File: src/rtl/kbd_rx_pkg.sv
package kbd_rx_pkg;

    localparam int KBD_REG_W = 8;

    // Control byte field positions (software decodes these)
    localparam int B_EN   = 7;
    localparam int B_PCLK = 6;
    localparam int B_PDAT = 5;
    localparam int B_FSEL = 4;
    localparam int B_IE   = 3;
    localparam int B_FLAG = 2;
    localparam int B_PERR = 1;
    localparam int B_STOP = 0;

    typedef enum logic [0:0] {
        ADDR_CTRL = 1'b0,
        ADDR_BUF  = 1'b1
    } kbd_addr_e;

endpackage

File: src/rtl/kbd_pin_sync.sv
module kbd_pin_sync #(
    parameter int STAGES = 2
) (
    input  logic clk,
    input  logic rst_n,
    input  logic clk_in,
    input  logic dat_in,
    output logic clk_lvl,
    output logic dat_lvl,
    output logic fall
);

    typedef struct packed {
        logic [STAGES-1:0] c_sh;
        logic [STAGES-1:0] d_sh;
        logic              c_last;
    } st_t;

    st_t q, d;

    always_comb begin
        d        = q;
        d.c_sh   = {q.c_sh[STAGES-2:0], clk_in};
        d.d_sh   = {q.d_sh[STAGES-2:0], dat_in};
        d.c_last = q.c_sh[STAGES-1];
    end

    always_ff @(posedge clk or negedge rst_n) begin
        if (!rst_n) begin
            q.c_sh   <= '1;
            q.d_sh   <= '1;
            q.c_last <= 1'b1;
        end else begin
            q <= d;
        end
    end

    assign clk_lvl = q.c_sh[STAGES-1];
    assign dat_lvl = q.d_sh[STAGES-1];
    assign fall    = q.c_last & ~q.c_sh[STAGES-1];

endmodule

File: src/rtl/kbd_frame_rx.sv
module kbd_frame_rx #(
    parameter int DATA_W = 8
) (
    input  logic              clk,
    input  logic              rst_n,
    input  logic              en,
    input  logic              fall,
    input  logic              dat,
    output logic              idle,
    output logic              done,
    output logic [DATA_W-1:0] data,
    output logic              perr,
    output logic              stop
);

    localparam int CNT_W = $clog2(DATA_W + 3);
    localparam logic [CNT_W-1:0] DATA_END = CNT_W'(DATA_W);
    localparam logic [CNT_W-1:0] PAR_POS  = CNT_W'(DATA_W + 1);

    typedef struct packed {
        logic [CNT_W-1:0]  cnt;
        logic [DATA_W-1:0] sh;
        logic              par;
        logic              done;
        logic [DATA_W-1:0] data;
        logic              perr;
        logic              stop;
    } st_t;

    st_t q, d;

    always_comb begin
        d      = q;
        d.done = 1'b0;
        if (!en) begin
            d.cnt = '0;
        end else if (fall) begin
            if (q.cnt == '0) begin
                if (!dat) d.cnt = CNT_W'(1);
            end else if (q.cnt <= DATA_END) begin
                d.sh  = {dat, q.sh[DATA_W-1:1]};
                d.cnt = q.cnt + 1'b1;
            end else if (q.cnt == PAR_POS) begin
                d.par = dat;
                d.cnt = q.cnt + 1'b1;
            end else begin
                d.done = 1'b1;
                d.data = q.sh;
                d.perr = ~(^{q.sh, q.par});
                d.stop = dat;
                d.cnt  = '0;
            end
        end
    end

    always_ff @(posedge clk or negedge rst_n) begin
        if (!rst_n) q <= '0;
        else        q <= d;
    end

    assign idle = (q.cnt == '0);
    assign done = q.done;
    assign data = q.data;
    assign perr = q.perr;
    assign stop = q.stop;

endmodule

File: src/rtl/kbd_csr.sv
module kbd_csr
    import kbd_rx_pkg::*;
#(
    parameter int DATA_W = 8
) (
    input  logic                 clk,
    input  logic                 rst_n,
    input  logic                 pin_clk,
    input  logic                 pin_dat,
    input  logic                 fall,
    input  logic                 frm_done,
    input  logic [DATA_W-1:0]    frm_data,
    input  logic                 frm_perr,
    input  logic                 frm_stop,
    input  logic                 addr,
    input  logic                 rd,
    input  logic                 wr,
    input  logic [KBD_REG_W-1:0] wdata,
    output logic [KBD_REG_W-1:0] rdata,
    output logic [KBD_REG_W-1:0] ctrl,
    output logic [DATA_W-1:0]    buf_v,
    output logic                 en,
    output logic                 fsel,
    output logic                 irq
);

    typedef struct packed {
        logic              en;
        logic              fsel;
        logic              ie;
        logic              flag;
        logic              perr;
        logic              stop;
        logic              arm_f;
        logic              arm_p;
        logic [DATA_W-1:0] bufr;
    } st_t;

    st_t  q, d;
    logic ctrl_sel;
    logic set_flag;
    logic unused_wbits;

    assign ctrl_sel     = (addr == ADDR_CTRL);
    assign unused_wbits = ^{wdata[B_PCLK], wdata[B_PDAT], wdata[B_STOP]};
    assign set_flag     = q.fsel ? (frm_done & ~frm_perr & frm_stop)
                                 : (fall & q.en);

    always_comb begin
        d = q;
        // a read that returns a flag as 1 arms its clearing
        if (rd && ctrl_sel) begin
            if (q.flag) d.arm_f = 1'b1;
            if (q.perr) d.arm_p = 1'b1;
        end
        if (wr && ctrl_sel) begin
            d.en   = wdata[B_EN];
            d.fsel = wdata[B_FSEL];
            d.ie   = wdata[B_IE];
            if (!wdata[B_FLAG] && q.arm_f) begin
                d.flag  = 1'b0;
                d.arm_f = 1'b0;
            end
            if (!wdata[B_PERR] && q.arm_p) begin
                d.perr  = 1'b0;
                d.arm_p = 1'b0;
            end
        end
        // hardware set has priority over a software clear
        if (set_flag) begin
            d.flag  = 1'b1;
            d.arm_f = 1'b0;
        end
        if (frm_done) begin
            d.stop = frm_stop;
            if (frm_perr) begin
                d.perr  = 1'b1;
                d.arm_p = 1'b0;
            end else if (frm_stop) begin
                d.bufr = frm_data;
            end
        end
    end

    always_ff @(posedge clk or negedge rst_n) begin
        if (!rst_n) q <= '0;
        else        q <= d;
    end

    always_comb begin
        ctrl         = '0;
        ctrl[B_EN]   = q.en;
        ctrl[B_PCLK] = pin_clk;
        ctrl[B_PDAT] = pin_dat;
        ctrl[B_FSEL] = q.fsel;
        ctrl[B_IE]   = q.ie;
        ctrl[B_FLAG] = q.flag;
        ctrl[B_PERR] = q.perr;
        ctrl[B_STOP] = q.stop;
    end

    assign rdata = ctrl_sel ? ctrl : KBD_REG_W'(q.bufr);
    assign buf_v = q.bufr;
    assign en    = q.en;
    assign fsel  = q.fsel;
    assign irq   = q.ie & q.flag;

endmodule

File: src/rtl/kbd_rx_ctrl.sv
module kbd_rx_ctrl
    import kbd_rx_pkg::*;
#(
    parameter int DATA_W      = 8,
    parameter int SYNC_STAGES = 2
) (
    input  logic                 clk,
    input  logic                 rst_n,
    input  logic                 kbd_clk_i,
    input  logic                 kbd_dat_i,
    input  logic                 reg_addr,
    input  logic                 reg_rd,
    input  logic                 reg_wr,
    input  logic [KBD_REG_W-1:0] reg_wdata,
    output logic [KBD_REG_W-1:0] reg_rdata,
    output logic                 irq,
    output logic                 lines_owned
);

    logic              clk_lvl, dat_lvl, fall;
    logic              en, fsel, rx_idle;
    logic              frm_done, frm_perr, frm_stop;
    logic [DATA_W-1:0] frm_data;
    logic [DATA_W-1:0] buf_v;
    logic [KBD_REG_W-1:0] ctrl_v;

    kbd_pin_sync #(.STAGES(SYNC_STAGES)) u_sync (
        .clk     (clk),
        .rst_n   (rst_n),
        .clk_in  (kbd_clk_i),
        .dat_in  (kbd_dat_i),
        .clk_lvl (clk_lvl),
        .dat_lvl (dat_lvl),
        .fall    (fall)
    );

    kbd_frame_rx #(.DATA_W(DATA_W)) u_rx (
        .clk   (clk),
        .rst_n (rst_n),
        .en    (en),
        .fall  (fall),
        .dat   (dat_lvl),
        .idle  (rx_idle),
        .done  (frm_done),
        .data  (frm_data),
        .perr  (frm_perr),
        .stop  (frm_stop)
    );

    kbd_csr #(.DATA_W(DATA_W)) u_csr (
        .clk      (clk),
        .rst_n    (rst_n),
        .pin_clk  (clk_lvl),
        .pin_dat  (dat_lvl),
        .fall     (fall),
        .frm_done (frm_done),
        .frm_data (frm_data),
        .frm_perr (frm_perr),
        .frm_stop (frm_stop),
        .addr     (reg_addr),
        .rd       (reg_rd),
        .wr       (reg_wr),
        .wdata    (reg_wdata),
        .rdata    (reg_rdata),
        .ctrl     (ctrl_v),
        .buf_v    (buf_v),
        .en       (en),
        .fsel     (fsel),
        .irq      (irq)
    );

    assign lines_owned = en;

endmodule

File: config.mk
export PLATFORM = sky130hd
export DESIGN_NAME = kbd_rx_ctrl
export DESIGN_NICKNAME = d
export VERILOG_FILES = /design/src/rtl/kbd_rx_pkg.sv /design/src/rtl/kbd_pin_sync.sv /design/src/rtl/kbd_frame_rx.sv /design/src/rtl/kbd_csr.sv /design/src/rtl/kbd_rx_ctrl.sv
export SDC_FILE = /design/constraint.sdc
export NUM_CORES = 1
export LEC_CHECK = 0
export CAP_MARGIN = 10
export CORE_UTILIZATION = 40
export CTS_BUF_LIST = sky130_fd_sc_hd__clkbuf_4 sky130_fd_sc_hd__clkbuf_8
export DETAILED_ROUTE_END_ITERATION = 10
export PLACE_DENSITY_LB_ADDON = 0.1
export SLEW_MARGIN = 20
export SYNTH_ARGS = -nofsm -noshare
export SYNTH_HDL_FRONTEND = slang
export SYNTH_SLANG_ARGS = --single-unit
File: constraint.sdc
create_clock -name clk -period 1.7 [get_ports clk]
set_clock_uncertainty 0.15 [all_clocks]
set_input_delay 0.17 -clock clk [delete_from_list [all_inputs] [get_ports clk]]
set_output_delay 0.17 -clock clk [all_outputs]
set_load 0.03 [all_outputs]
==> results_dict.tcl, run 1 <==
set metrics [dict create \
    r2r_end "u_rx.q[16]$_DFFE_PN0P_" \
    cts_tree "done" \
    areaGrowthSynthToFinish_pct 28.62 \
    clock_tree.root_cell "clkbuf_8" \
    met2_wire_len_um 1894 \
    worst_slew_pin_slew_ns 0.5676 \
    path_cells "inv_2 > ha_4 > or3b_4 > nand4_4 > mux2_4" \
    critical_path_start_type "register" \
    hold_ws_ns 0.1266 \
    routed_via_density 4.808 \
    worstSkewPairLatency_ns 0.30 \
    min_path_type "in -> reg" \
    initial_utilization 0.4239 \
    layout_min_cycle_time_ns 1.815 \
    end_kind "register" \
    finalHoldViolations 0 \
    critical_path.slowest_cell "dfrtp_1" \
    cts_buffers 5 \
    mappedNetlistNets 166 \
    floorplan.die.width_um 73.45 \
    syn_area_mm2 0.002042 \
    n_fill_cell 430 \
    cts-htree-levels 2 \
    worstSetupPathType "reg -> reg" \
    finalSetupTns_ns -1.844 \
    yosys_register_bits 45 \
    worst-r2r-setup-slack_ns -0.12 \
    io_buffer_count 21 \
    post-dp-hpwl_um 2753 \
    total_power_mw 2.537 \
    final_layout_size_suffix_gt1_frac 0.4715 \
    critical_path_cell_count 5 \
    multi_input_comb_area_um2 918.4 \
    critical_path.reg2reg.startpoint "u_rx.q[20]$_DFFE_PN0P_" \
    critical_path_peak_fanout 8 \
    numClockSinks 45 \
    fmax_mhz 550.8 \
    insertedDiodeCount 0 \
    ys_types 35 \
    finalMaxSlewViolations 0 \
    synth_seq_area_share 0.5545 \
    placedCellCount 248 \
    cts.reportedPaths.clkPinSlew_ns 0.09 \
    nNetsFinal 210 \
    max_stage_delay_ns 0.41 \
    io-pin-count 25 \
    detail_route.wl_per_cell_um 14.60 \
    worst_ep_required_time_ns 1.73 \
    power-per-cell-area_mw_per_mm2 966.0 \
    pin_count_of_the_biggest_net_entering_global_routing 46 \
    rsz0062_at_grt "true" \
    leading_cell_types_in_the_layout_fill_and_taps_excluded "dfrtp_1 (40), mux2_2 (30), buf_4 (20), clkdlybuf4s50_1 (10)" \
    grt_antenna_before_repair 0 \
    place.gp.congestion 0.9234 \
    drt_iter0_drc 44 \
    outcome "finished, violations left" \
    number_of_instances_in_the_synthesized_netlist 148 \
    via_count 1250 \
    top_signal_layer_used "met4" \
    global_route.overflow_total 0 \
    timing.slew.headroom 0.6216 \
    grt_pass1_wl_um 6334 \
    track_usage 0.1601 \
    layout.cells.most_common "dfrtp_1" \
    number_of_cell_rows 25 \
    core_region_area_mm2 0.004817 \
    wire_length_on_met1_um 1775 \
    failing_checks "negative setup slack" \
    drc 0 \
    layout_worst_path_cycle_share 1.068 \
    place_ws_ns -0.3644 \
    finalSetupViolCount 17 \
    worstRegToRegCells 5 \
    routed-wl-met3_um 95 \
    grt_pass1_vias 1338 \
    final.setup.worst_slack_ns -0.1154 \
    vdd_drop_max_uv 654.1 \
    total_wirelength_of_the_detailed_routed_design_um 3796 \
    worst_setup_startpoint "u_rx.q[20]$_DFFE_PN0P_" \
    clk_path_buf_depth 2 \
    worst_path_top_cell_family_by_delay "simple AND/OR/NAND/NOR gates" \
    yosys_warnings 0 \
    final-instance-count-excl-fill 260 \
    worst-endpoint-arrival_ns 1.84 \
    1st_pass_router_iterations 3 \
    final_antenna_violating_net_count 0 \
    die_area_mm2 0.005395 \
    total_area_of_sequential_cells_mm2 0.001132 \
    dieHeight_um 73.45 \
    timing.critical_path.to "u_rx.q[16]$_DFFE_PN0P_" \
    maxCapViolations 0 \
    postSynthAreaPerCell_um2 13.80 \
    path_buf_inv 1 \
    p_leak_nw 1.290 \
    cells_on_worst_hold_path 1 \
]
==> registers in the layout, indices dropped and copies added (netlist names), 2 cells and up <==
| name | cells |
|---|---|
| u_rx.q | 13 |
| u_csr.buf_v | 8 |
| u_rx.data | 8 |
| u_csr.ctrl | 4 |
| u_csr.q | 2 |
| u_sync.d | 2 |
==> power breakdown <==
part | total (mW) | leakage, nW | internal (mW) | switching [mW]
combinational | 0.409 | 0.623 | 0.213 | 0.196
clock | 0.945 | 0.0681 | 0.584 | 0.361
sequential | 1.18 | 0.599 | 1.13 | 0.0527
==> timing repair <==
item	in CTS	in global routing
hold endpoints to repair	40	0
pin swaps	2	2
buffers inserted	2	1
gates resized for setup	47	8
setup endpoints to repair	28	23
hold buffers	1	0
==> cell usage after synthesis (all sizes together) <==
cell     n  area, um2
xor2     1      8.760
dfrtp   40       1001
inv      4      15.01
xnor3    1      22.52
ha       3      37.54
and2     1      6.260
or2b     1      7.510
nand3b   2      15.01
buf      6      37.53
dfstp    5      131.4
nor3b    3      22.52
a32oi    1      8.760
mux2    38      427.9
a21oi    3      15.01
nand3    2      10.01
xnor2    5      43.79
o21bai   1      18.77
o21ai    5      25.02
a22o     1      8.760
a221oi   1      8.760
nor2b    6      40.04
nor2     2      7.510
nor4b    1      8.760
mux2i    1      10.01
a21boi   2      15.01
nand4    2      27.53
nand2    5      18.77
a21o     2      15.01
a41oi    1      8.760
a211oi   1      7.510
or3b     1      11.26
==> cell families after synthesis <==
group / count (synthesis) / share of synthesized area
flops: 45 / 0.5545
buf+inv: 10 / 0.02573
fa+ha+maj: 3 / 0.01838
xor+xnor: 7 / 0.03676
mux: 39 / 0.2145
compound gates: 18 / 0.06434
simple gates: 26 / 0.08579
==> per-layer routing <==
layer	vias up	GRT usage
li1	610	-
met1	624	0.1942
met2	12	0.2742
met3	4	0.04527
met4	0	0.05128
met5	-	0
==> worst min-delay path by stage <==
| stage | from | endpoint | slack [ns] |
|---|---|---|---|
| finish | kbd_dat_i | u_sync.d[2]$_DFF_PN1_ | 0.13 |
| global route | kbd_dat_i | u_sync.d[2]$_DFF_PN1_ | 0.12 |
| CTS | kbd_dat_i | u_sync.d[2]$_DFF_PN1_ | 0.12 |
| detailed placement | rst_n | u_rx.q[21]$_DFFE_PN0P_ | 0.14 |
| global placement | rst_n | u_rx.q[20]$_DFFE_PN0P_ | 0.13 |
| floorplan | rst_n | u_csr.buf_v[0]$_DFFE_PN0P_ | -0.28 |
==> stage by stage <==
stage | area (um2) | utilization
2_1_floorplan | 2054 | -
3_3_place_gp | 2454 | 0.5094
3_5_place_dp | 2454 | 0.5094
4_1_cts | 2600 | 0.5397
5_1_grt | 2626 | 0.5452
6_report | 2626 | 0.5452
==> worst register-to-register path, cell delays in order (launching register included) <==
cell	delay (ns)
dfrtp_1	0.41
inv_2	0.08
ha_4	0.15
or3b_4	0.40
nand4_4	0.18
mux2_4	0.32
==> cell type report <==
type,count,share of cell area
sequential,45,0.4312
multi-input combinational,93,0.3497
timing repair buffer,43,0.1305
tap,67,0.03192
clock buffer,5,0.02620
clock inverter,3,0.02477
inverter,4,0.005717
(Power assumes the default switching activity.)
==> inputs of run 2 (changes only) <==
--- a/config.mk
+++ b/config.mk
@@ -5,10 +5,10 @@
 export SDC_FILE = /design/constraint.sdc
 export NUM_CORES = 1
 export LEC_CHECK = 0
-export CAP_MARGIN = 10
 export CORE_UTILIZATION = 40
 export CTS_BUF_LIST = sky130_fd_sc_hd__clkbuf_4 sky130_fd_sc_hd__clkbuf_8
 export DETAILED_ROUTE_END_ITERATION = 10
+export HOLD_SLACK_MARGIN = 0.1
 export PLACE_DENSITY_LB_ADDON = 0.1
 export SLEW_MARGIN = 20
 export SYNTH_ARGS = -nofsm -noshare
==> results of run 2 <==
No change in the layout: final DEF, timing and power equal those of run 1.
